File: config.mk
export PLATFORM = sky130hd
export DESIGN_NAME = line_retire_tracker
export DESIGN_NICKNAME = d
export VERILOG_FILES = /design/src/rtl/line_retire_pkg.sv /design/src/rtl/lrt_hist_queue.sv /design/src/rtl/lrt_dis_table.sv /design/src/rtl/line_retire_tracker.sv
export SDC_FILE = /design/constraint.sdc
export NUM_CORES = 2
export LEC_CHECK = 0
export BUFFER_PORTS_ARGS = -buffer_cell sky130_fd_sc_hd__buf_2
export CORE_MARGIN = 2
export CORE_UTILIZATION = 40
export DETAILED_ROUTE_END_ITERATION = 7
export GPL_ROUTABILITY_DRIVEN = 0
export SLEW_MARGIN = 20
export SYNTH_ARGS = -nofsm -noshare
export SYNTH_HDL_FRONTEND = slang
export SYNTH_SLANG_ARGS = --single-unit
export TNS_END_PERCENT = 30
File: constraint.sdc
create_clock -name clk -period 11.5 [get_ports clk]
set_input_delay 0.575 -clock clk [delete_from_list [all_inputs] [get_ports clk]]
set_output_delay 0.575 -clock clk [all_outputs]
set_load 0.005 [all_outputs]
File: src/rtl/line_retire_pkg.sv
package line_retire_pkg;

   // Outcome of one corrected-error report
   typedef enum logic [2:0] {
      ACT_NONE    = 3'd0,
      ACT_LOG     = 3'd1,
      ACT_DROP    = 3'd2,
      ACT_DISABLE = 3'd3,
      ACT_REFUSE  = 3'd4,
      ACT_IGNORE  = 3'd5
   } err_act_t;

   function automatic int idx_width(input int n);
      return (n > 1) ? $clog2(n) : 1;
   endfunction

endpackage

File: src/rtl/lrt_hist_queue.sv
module lrt_hist_queue #(
   parameter int DEPTH = 8,
   parameter int SET_W = 6,
   parameter int WAY_W = 4,
   localparam int IDX_W = line_retire_pkg::idx_width(DEPTH)
) (
   input  logic             clk,
   input  logic             rst_n,
   input  logic [SET_W-1:0] q_set,
   input  logic [WAY_W-1:0] q_way,
   input  logic             ins_en,
   input  logic             del_en,
   input  logic [IDX_W-1:0] del_idx,
   output logic             hit,
   output logic [IDX_W-1:0] hit_idx,
   output logic             full
);

   logic [DEPTH-1:0] vld_q;
   logic [DEPTH-1:0] match;
   logic [SET_W-1:0] set_q [DEPTH];
   logic [WAY_W-1:0] way_q [DEPTH];
   logic [IDX_W-1:0] free_idx;

   generate
      for (genvar i = 0; i < DEPTH; i++) begin : g_ent
         always_ff @(posedge clk) begin
            if (!rst_n) begin
               vld_q[i] <= 1'b0;
               set_q[i] <= '0;
               way_q[i] <= '0;
            end else if (ins_en && (free_idx == IDX_W'(i))) begin
               vld_q[i] <= 1'b1;
               set_q[i] <= q_set;
               way_q[i] <= q_way;
            end else if (del_en && (del_idx == IDX_W'(i))) begin
               vld_q[i] <= 1'b0;
            end
         end
         assign match[i] = vld_q[i] && (set_q[i] == q_set) && (way_q[i] == q_way);
      end
   endgenerate

   always_comb begin
      hit_idx = '0;
      for (int i = DEPTH - 1; i >= 0; i--) begin
         if (match[i]) hit_idx = IDX_W'(i);
      end
   end

   always_comb begin
      free_idx = '0;
      for (int i = DEPTH - 1; i >= 0; i--) begin
         if (!vld_q[i]) free_idx = IDX_W'(i);
      end
   end

   assign hit  = |match;
   assign full = &vld_q;

   initial begin : prm_chk
      assert (DEPTH >= 1) else $error("DEPTH must be at least 1");
   end


   ins_when_full_chk: assert property (@(posedge clk) disable iff (!rst_n)
      ins_en |-> !full);


   one_op_chk: assert property (@(posedge clk) disable iff (!rst_n)
      $onehot0({ins_en, del_en}));


   del_frees_chk: assert property (@(posedge clk) disable iff (!rst_n)
      (del_en && full) |=> !full);

endmodule

File: src/rtl/lrt_dis_table.sv
module lrt_dis_table #(
   parameter int SETS    = 64,
   parameter int WAYS    = 16,
   parameter int MAX_DIS = 32,
   localparam int SET_W  = line_retire_pkg::idx_width(SETS),
   localparam int WAY_W  = line_retire_pkg::idx_width(WAYS),
   localparam int CNT_W  = $clog2(MAX_DIS + 1)
) (
   input  logic             clk,
   input  logic             rst_n,
   input  logic             mark_en,
   input  logic [SET_W-1:0] mark_set,
   input  logic [WAY_W-1:0] mark_way,
   input  logic [SET_W-1:0] rd_a_set,
   output logic [WAYS-1:0]  rd_a_row,
   input  logic [SET_W-1:0] rd_b_set,
   output logic [WAYS-1:0]  rd_b_row,
   output logic [CNT_W-1:0] count
);

   logic [WAYS-1:0] row_q [SETS];
   logic [CNT_W-1:0] cnt_q;

   generate
      for (genvar s = 0; s < SETS; s++) begin : g_row
         always_ff @(posedge clk) begin
            if (!rst_n) begin
               row_q[s] <= '0;
            end else if (mark_en && (mark_set == SET_W'(s))) begin
               row_q[s][mark_way] <= 1'b1;
            end
         end
      end
   endgenerate

   always_ff @(posedge clk) begin
      if (!rst_n)       cnt_q <= '0;
      else if (mark_en) cnt_q <= cnt_q + 1'b1;
   end

   assign rd_a_row = row_q[rd_a_set];
   assign rd_b_row = row_q[rd_b_set];
   assign count    = cnt_q;

   initial begin : prm_chk
      assert (SETS >= 2 && (SETS & (SETS - 1)) == 0) else $error("SETS must be a power of two");
      assert (WAYS >= 2 && (WAYS & (WAYS - 1)) == 0) else $error("WAYS must be a power of two");
      assert (MAX_DIS >= 1) else $error("MAX_DIS must be at least 1");
   end


   glob_cap_chk: assert property (@(posedge clk) disable iff (!rst_n)
      int'(count) <= MAX_DIS);


   count_mono_chk: assert property (@(posedge clk) disable iff (!rst_n)
      count >= $past(count));


   row_keep_chk: assert property (@(posedge clk) disable iff (!rst_n)
      $stable(rd_a_set) |-> ((rd_a_row & $past(rd_a_row)) == $past(rd_a_row)));

endmodule

File: src/rtl/line_retire_tracker.sv
module line_retire_tracker
   import line_retire_pkg::*;
#(
   parameter int SETS        = 64,
   parameter int WAYS        = 16,
   parameter int HIST_DEPTH  = 8,
   parameter int MAX_DIS     = 32,
   parameter int MAX_PER_SET = 2,
   localparam int SET_W = idx_width(SETS),
   localparam int WAY_W = idx_width(WAYS),
   localparam int CNT_W = $clog2(MAX_DIS + 1),
   localparam int IDX_W = idx_width(HIST_DEPTH)
) (
   input  logic             clk,
   input  logic             rst_n,
   input  logic             err_valid,
   input  logic [SET_W-1:0] err_set,
   input  logic [WAY_W-1:0] err_way,
   input  logic [SET_W-1:0] lk_set,
   input  logic [WAY_W-1:0] lk_way,
   output logic             lk_disabled,
   output logic [WAYS-1:0]  lk_way_mask,
   output logic             hist_full,
   output logic             hist_overflow,
   output logic             cap_overflow,
   output logic [CNT_W-1:0] disabled_count
);

   err_act_t         act;
   logic [WAYS-1:0]  err_row;
   logic             err_dis;
   logic             h_hit;
   logic [IDX_W-1:0] h_idx;
   logic             limits_ok;
   logic             hov_q;
   logic             cov_q;

   assign err_dis   = err_row[err_way];
   assign limits_ok = (int'(disabled_count) < MAX_DIS) && ($countones(err_row) < MAX_PER_SET);

   always_comb begin
      act = ACT_NONE;
      if (err_valid) begin
         if (err_dis)        act = ACT_IGNORE;
         else if (h_hit)     act = limits_ok ? ACT_DISABLE : ACT_REFUSE;
         else if (hist_full) act = ACT_DROP;
         else                act = ACT_LOG;
      end
   end

   lrt_hist_queue #(
      .DEPTH (HIST_DEPTH),
      .SET_W (SET_W),
      .WAY_W (WAY_W)
   ) u_hist (
      .clk     (clk),
      .rst_n   (rst_n),
      .q_set   (err_set),
      .q_way   (err_way),
      .ins_en  (act == ACT_LOG),
      .del_en  (act == ACT_DISABLE),
      .del_idx (h_idx),
      .hit     (h_hit),
      .hit_idx (h_idx),
      .full    (hist_full)
   );

   lrt_dis_table #(
      .SETS    (SETS),
      .WAYS    (WAYS),
      .MAX_DIS (MAX_DIS)
   ) u_tbl (
      .clk      (clk),
      .rst_n    (rst_n),
      .mark_en  (act == ACT_DISABLE),
      .mark_set (err_set),
      .mark_way (err_way),
      .rd_a_set (lk_set),
      .rd_a_row (lk_way_mask),
      .rd_b_set (err_set),
      .rd_b_row (err_row),
      .count    (disabled_count)
   );

   always_ff @(posedge clk) begin
      if (!rst_n) begin
         hov_q <= 1'b0;
         cov_q <= 1'b0;
      end else begin
         if (act == ACT_DROP)   hov_q <= 1'b1;
         if (act == ACT_REFUSE) cov_q <= 1'b1;
      end
   end

   assign hist_overflow = hov_q;
   assign cap_overflow  = cov_q;
   assign lk_disabled   = lk_way_mask[lk_way];

   initial begin : prm_chk
      assert (MAX_PER_SET >= 1 && MAX_PER_SET <= WAYS) else $error("MAX_PER_SET out of range");
      assert (MAX_DIS <= SETS * MAX_PER_SET) else $error("MAX_DIS unreachable");
   end


   log_no_dis_chk: assert property (@(posedge clk) disable iff (!rst_n)
      (act == ACT_LOG) |=> (disabled_count == $past(disabled_count)));


   promote_cnt_chk: assert property (@(posedge clk) disable iff (!rst_n)
      (act == ACT_DISABLE) |=> (disabled_count == $past(disabled_count) + 1'b1));


   set_cap_chk: assert property (@(posedge clk) disable iff (!rst_n)
      $countones(lk_way_mask) <= MAX_PER_SET);


   cap_sticky_chk: assert property (@(posedge clk) disable iff (!rst_n)
      $past(cap_overflow) |-> cap_overflow);


   drop_sticky_chk: assert property (@(posedge clk) disable iff (!rst_n)
      (act == ACT_DROP) |=> hist_overflow);

endmodule

# After elaboration in Yosys (flattened, before gate mapping)
# Memories as Yosys holds them, arrays and structs flattened.
# Index checks and enable logic that the tools add are counted.
[op_classes]
n_bitwise = 1040
magnitude_cmp = 5
muxes = 1300
n_eq_ne = 97
n_addsub = 16
reduce_logical = 111
[op_table]
columns = ["cell", "count"]
rows = [
  ["$mux W1", 1196],
  ["$or A1 B1 Y1", 1040],
  ["$mux W16", 64],
  ["$eq A6 B6 Y1 const B", 32],
  ["$logic_and A1 B1 Y1", 98],
  ["$eq A6 B5 Y1 const B", 16],
  ["$mux W3", 20],
  ["$eq A6 B4 Y1 const B", 8],
  ["$eq A6 B6 Y1", 8],
  ["$mux W6", 8],
  ["$eq A4 B4 Y1", 8],
  ["$mux W4", 8],
  ["$eq A3 B3 Y1 const B", 9],
  ["$eq A6 B3 Y1 const B", 4],
  ["$eq A3 B2 Y1 const B", 6],
  ["$add A1 B1 Y2", 8],
  ["$reduce_bool A2 Y1", 8],
  ["$add A2 B2 Y3", 4],
  ["$eq A6 B2 Y1 const B", 2],
  ["$lt A4 B5 Y1 const B", 2],
  ["$eq A3 B1 Y1 const B", 3],
  ["$add A3 B3 Y4", 2],
  ["$bmux W1 S4", 2],
  ["$reduce_and A8 Y1", 1],
  ["other kinds (11)", 12],
]
[word_totals]
elab_cells = 2583
n_memories = 3
mem_bits_rw = 1104
regBits = 16
[memory_table]
columns = ["memory", "depth", "word_bits", "read_ports", "rd_clocked_by_memory_dff", "write_ports", "line", "rtl"]
rows = [
  ["u_tbl.row_q", 64, 16, 2, 0, 64, "lrt_dis_table.sv:21", "logic [WAYS-1:0] row_q [SETS];"],
  ["u_hist.set_q", 8, 6, 8, 0, 8, "lrt_hist_queue.sv:21", "logic [SET_W-1:0] set_q [DEPTH];"],
  ["u_hist.way_q", 8, 4, 8, 0, 8, "lrt_hist_queue.sv:22", "logic [WAY_W-1:0] way_q [DEPTH];"],
]

# Depth between registers and ports, before layout
# An unclocked memory read counts as a cell.
[depth]
ltp_word = 17
depth_mapped = 28

# Cells and area by module
# From an unflattened synthesis, not the netlist that was laid out.
[unflattened]
hier_cells = 5474
hier_area_um2 = 63799.9
[by_module_without_submodules]
columns = ["module", "cells_each", "n_inst", "area_per_inst_um2"]
rows = [
  ["lrt_dis_table", 5003, 1, 58343.5],
  ["lrt_hist_queue", 393, 1, 4714.5],
  ["line_retire_tracker", 78, 1, 742.0],
]

# Least setup slack after synthesis
# OpenSTA, ideal clock, no wires.
[synth_timing]
kind = "input-to-reg"
startpoint = "input port err_set[0]"
endpoint = "memory u_tbl.row_q[0][14] (enable)"
path_stages = 23
setup_ps = 304
t_arrival_ps = 7310
slack_ps = 3887
path_cell_list = "buf_4 > buf_4 > buf_2 > mux4_2 > mux4_2 > mux2i_1 > a21oi_1 > fa_1 > inv_1 > fa_1 > fa_1 > fa_1 > nor3_1 > inv_1 > fa_1 > nor4b_1 > nand3_1 > o21ai_1 > nand2_1 > or4_4 > buf_2 > buf_2 > o21ai_1"
[synth_rtl]
columns = ["element", "line", "rtl"]
rows = [
  ["from (decl)", "line_retire_tracker.sv:17", "input logic [SET_W-1:0] err_set,"],
  ["to (decl)", "lrt_dis_table.sv:21", ""],
]

==> metrics.md <==
| Metric | Value |
|---|---|
| Status | `completed` |
| Commonest non-fill, non-tap cell in the layout | `edfxtp_1` |
| CP endpoint kind | `flip-flop` |
| Final wirelength | `237000 um` |
| Largest net degree at the start of global routing | `254` |
| Number of I/O pins | `49` |
| Final setup violating endpoints | `0` |
| Slew Limit Fails | `0` |
| Max H-tree Level | `4` |
| LEAKAGE | `about 22 nW` |
| Mapped cell area | `approximately 68000 um^2` |
| Worst-Margin Slew | `around 1400 ps` |
| Worst Path Max Fanout | `171` |
| Clock buffer depth | `3` |
| Max cap viols | `0` |
| Hold buffers post-CTS | `0` |
| Slowest stage cell, crit path | `nor4_1` |
| Reg clk slew, reported paths | `60 ps` |
| DR vias | `about 55000` |
| Routed Antenna Nets | `0` |
| Number of remaining DRC errors | `0` |
| Final instance area | `between 70000 and 80000 um^2` |
| Final Hold Vio Count | `0` |
| Post-DR wirelength/cell | `approximately 30 um` |
| Register area share after synthesis | `0.487` |
| Placed cell area | `~70000 um^2` |
| Vias per cell | `approximately 7.0` |
| PwrDens | `around 140 nW/um^2` |
| Crit share post-route | `0.862` |
| Initial core utilization | `0.403` |
| Core box area | `about 170000 um^2` |
| PortBufs | `48` |
| RSZ-0062 raised after global routing | `false` |
| Clk Latency, worst-skew pair | `790 ps` |
| Critical Path RT | `around 12000 ps` |
| Vias in the first global route | `~53000` |
| Initial antenna violation count | `6` |
| Clk sink count | `between 1000 and 1500` |
| Critical path's largest stage delay | `810 ps` |
| Die X | `between 400 and 500 um` |
| Critical path startpoint category | `input port` |
| GRT Total Usage | `0.266` |
| Main flop type after synthesis | `edfxtp_1` |
| Area of the die | `between 150000 and 200000 um^2` |
| Cells after Synth | `around 6000` |
| Area grow syn2layout | `8.03%` |
| Worst-path cell chain | `buf_8, buf_4, nand2_1, o22ai_1, a211oi_1, nor4_1, mux2i_1, fa_1, inv_1, fa_1, fa_1, fa_1, nor3_1, inv_1, fa_1, nor4b_1, nand3_1, o21ai_1, buf_4, nand2_1, or4_4, buf_12, o21ai_1` |
| Cell row count | `about 150` |
| DP HPWL | `140000 um` |
| WP data arrival | `roughly 10000 ps` |
| GRT overflow | `0` |
| Worst vdd ir | `roughly 0.17 mV` |
| Slew margin rel. | `0.0857` |
| Setup CP Type | `input port to flip-flop` |
| Worst min path class | `input port to flip-flop` |
| 1st-pass router iterations | `8` |
| Synth async-reset ratio | `0` |
| Commonest non-fill, non-tap cells in the layout | `1088 x edfxtp_1, 777 x nor3_1, 727 x o21ai_1` |
| CP dominant cell by count | `fa_1` |
| TritonCTS buffer count | `130` |
| Proportion of layout cells with a drive suffix above 1 | `0.164` |
| Total negative slack | `0 ps` |
| Pre-CTS setup slack | `around 1300 ps` |
| Fill cells | `15517` |
| Initial detailed-routing violation count | `between 8000 and 9000` |
| First-pass GRT wire length | `roughly 350000 um` |
| CTS tree | `yes` |
| Number of enable flip-flop cells after synthesis | `approximately 1100` |
| Number of synthesized register bits | `between 1000 and 1500` |
| Yosys cell types | `65` |
| Nets@finish | `around 5600` |
| Die Ht | `between 400 and 500 um` |
| Clock skew | `~32 ps` |
| CTS Root Cell | `clkbuf_16` |
| Synth warnings | `0` |
| Final min period | `between 9000 and 10000 ps` |
| Synthesized area per cell | `about 11 um^2` |
| Max Freq | `a little over 0.1 GHz` |
| Worst setup margin | `around 1600 ps` |
| CTS resizes | `0` |
| Syn_nets | `around 6000` |
| Post-CTS Setup Inserts | `0` |
flip-flops by register name, indices dropped and copies added (netlist names):
register,count
hist_overflow,1
u_tbl.row_q,1024
cap_overflow,1
u_hist.vld_q,8
u_hist.set_q,48
u_hist.way_q,32
u_tbl.count,6
final timing paths:
path	start	endpoint	slack, ps	cells past startpoint
worst min-delay path	rst_n	cap_overflow	210	2
worst max register to register	u_tbl.row_q[11][5]	u_tbl.row_q[56][9]	2160	21
worst max-delay path	err_set[0]	u_tbl.row_q[56][9]	1580	23
worst min register to register	u_tbl.row_q[32][15]	u_tbl.row_q[32][15]	460	2
report_power, final:
group / internal [mW] / switching, mW / leakage (nW)
logic: 0.544 / 0.955 / 8.37
clock network: 2.35 / 1.77 / 2.03
registers: 4.60 / 0.0783 / 11.5
area by class of cell:
cell class | instances | area, um^2 | area share
Antenna cell | 3 | 7.51 | 0.000102
Clock buffer | 188 | 3760 | 0.0509
Clock inverter | 44 | 374 | 0.00507
Inverter | 23 | 86.3 | 0.00117
Multi-Input combinational cell | 4123 | 31800 | 0.430
Sequential cell | 1120 | 33300 | 0.451
Tap cell | 2218 | 2780 | 0.0376
Timing Repair Buffer | 200 | 1760 | 0.0239
worst max-delay path: cells and delay by family:
kind                       cells  cell delay (ps)
and+or+nand+nor                7             3180
muxes                          1              230
buffers and inverters          6             1830
adders and majority gates      5             2610
AOI/OAI and AO/OA              4             1340
stage by stage:
stage | std cells | utilization | total power [mW] | hold slack (ps)
6_report | 7919 | 0.435 | 10.3 | 207
5_1_grt | 7917 | 0.435 | 10.6 | 189
4_1_cts | 7914 | 0.435 | 10.3 | 202
3_5_place_dp | 7682 | 0.411 | 6.22 | 456
3_3_place_gp | 7682 | 0.411 | 6.20 | 448
2_1_floorplan | 6091 | - | 5.72 | 437
synth_stat cells, drive strengths merged (8+ instances only):
cell	instances	area, um^2
edfxtp	1088	32700
and2	50	313
nand2b	9	56.3
mux4	479	10800
inv	22	82.6
o31ai	8	60.1
nor2b	10	62.6
a21oi	46	230
buf	280	1390
nor2	55	206
and3	11	68.8
fa	10	200
or3	13	81.3
mux2i	261	2610
nor3	789	3950
a22oi	122	916
nor4	316	1980
nand2	363	1360
nand4	47	294
o21ai	1047	5240
xnor2	80	701
dfxtp	32	641
nand3	314	1570
clkbuf	545	2050
routing by layer:
metal	vias to the layer above	GRT usage	routed length (um)
li1	23066	-	-
met1	28040	0.353	88800
met5	-	0	37
met3	589	0.0540	25600
met2	3552	0.416	110000
met4	4	0.134	12700
kinds of logic after synthesis:
logic type | share of synthesized area
xor gates and xnor gates | 0.0102
AOI/OAI and AO/OA | 0.102
adders and majority gates | 0.00384
and+or+nand+nor | 0.148
muxes | 0.197
DFF | 0.487
buffers and inverters | 0.0516
(Power assumes the default switching activity.)
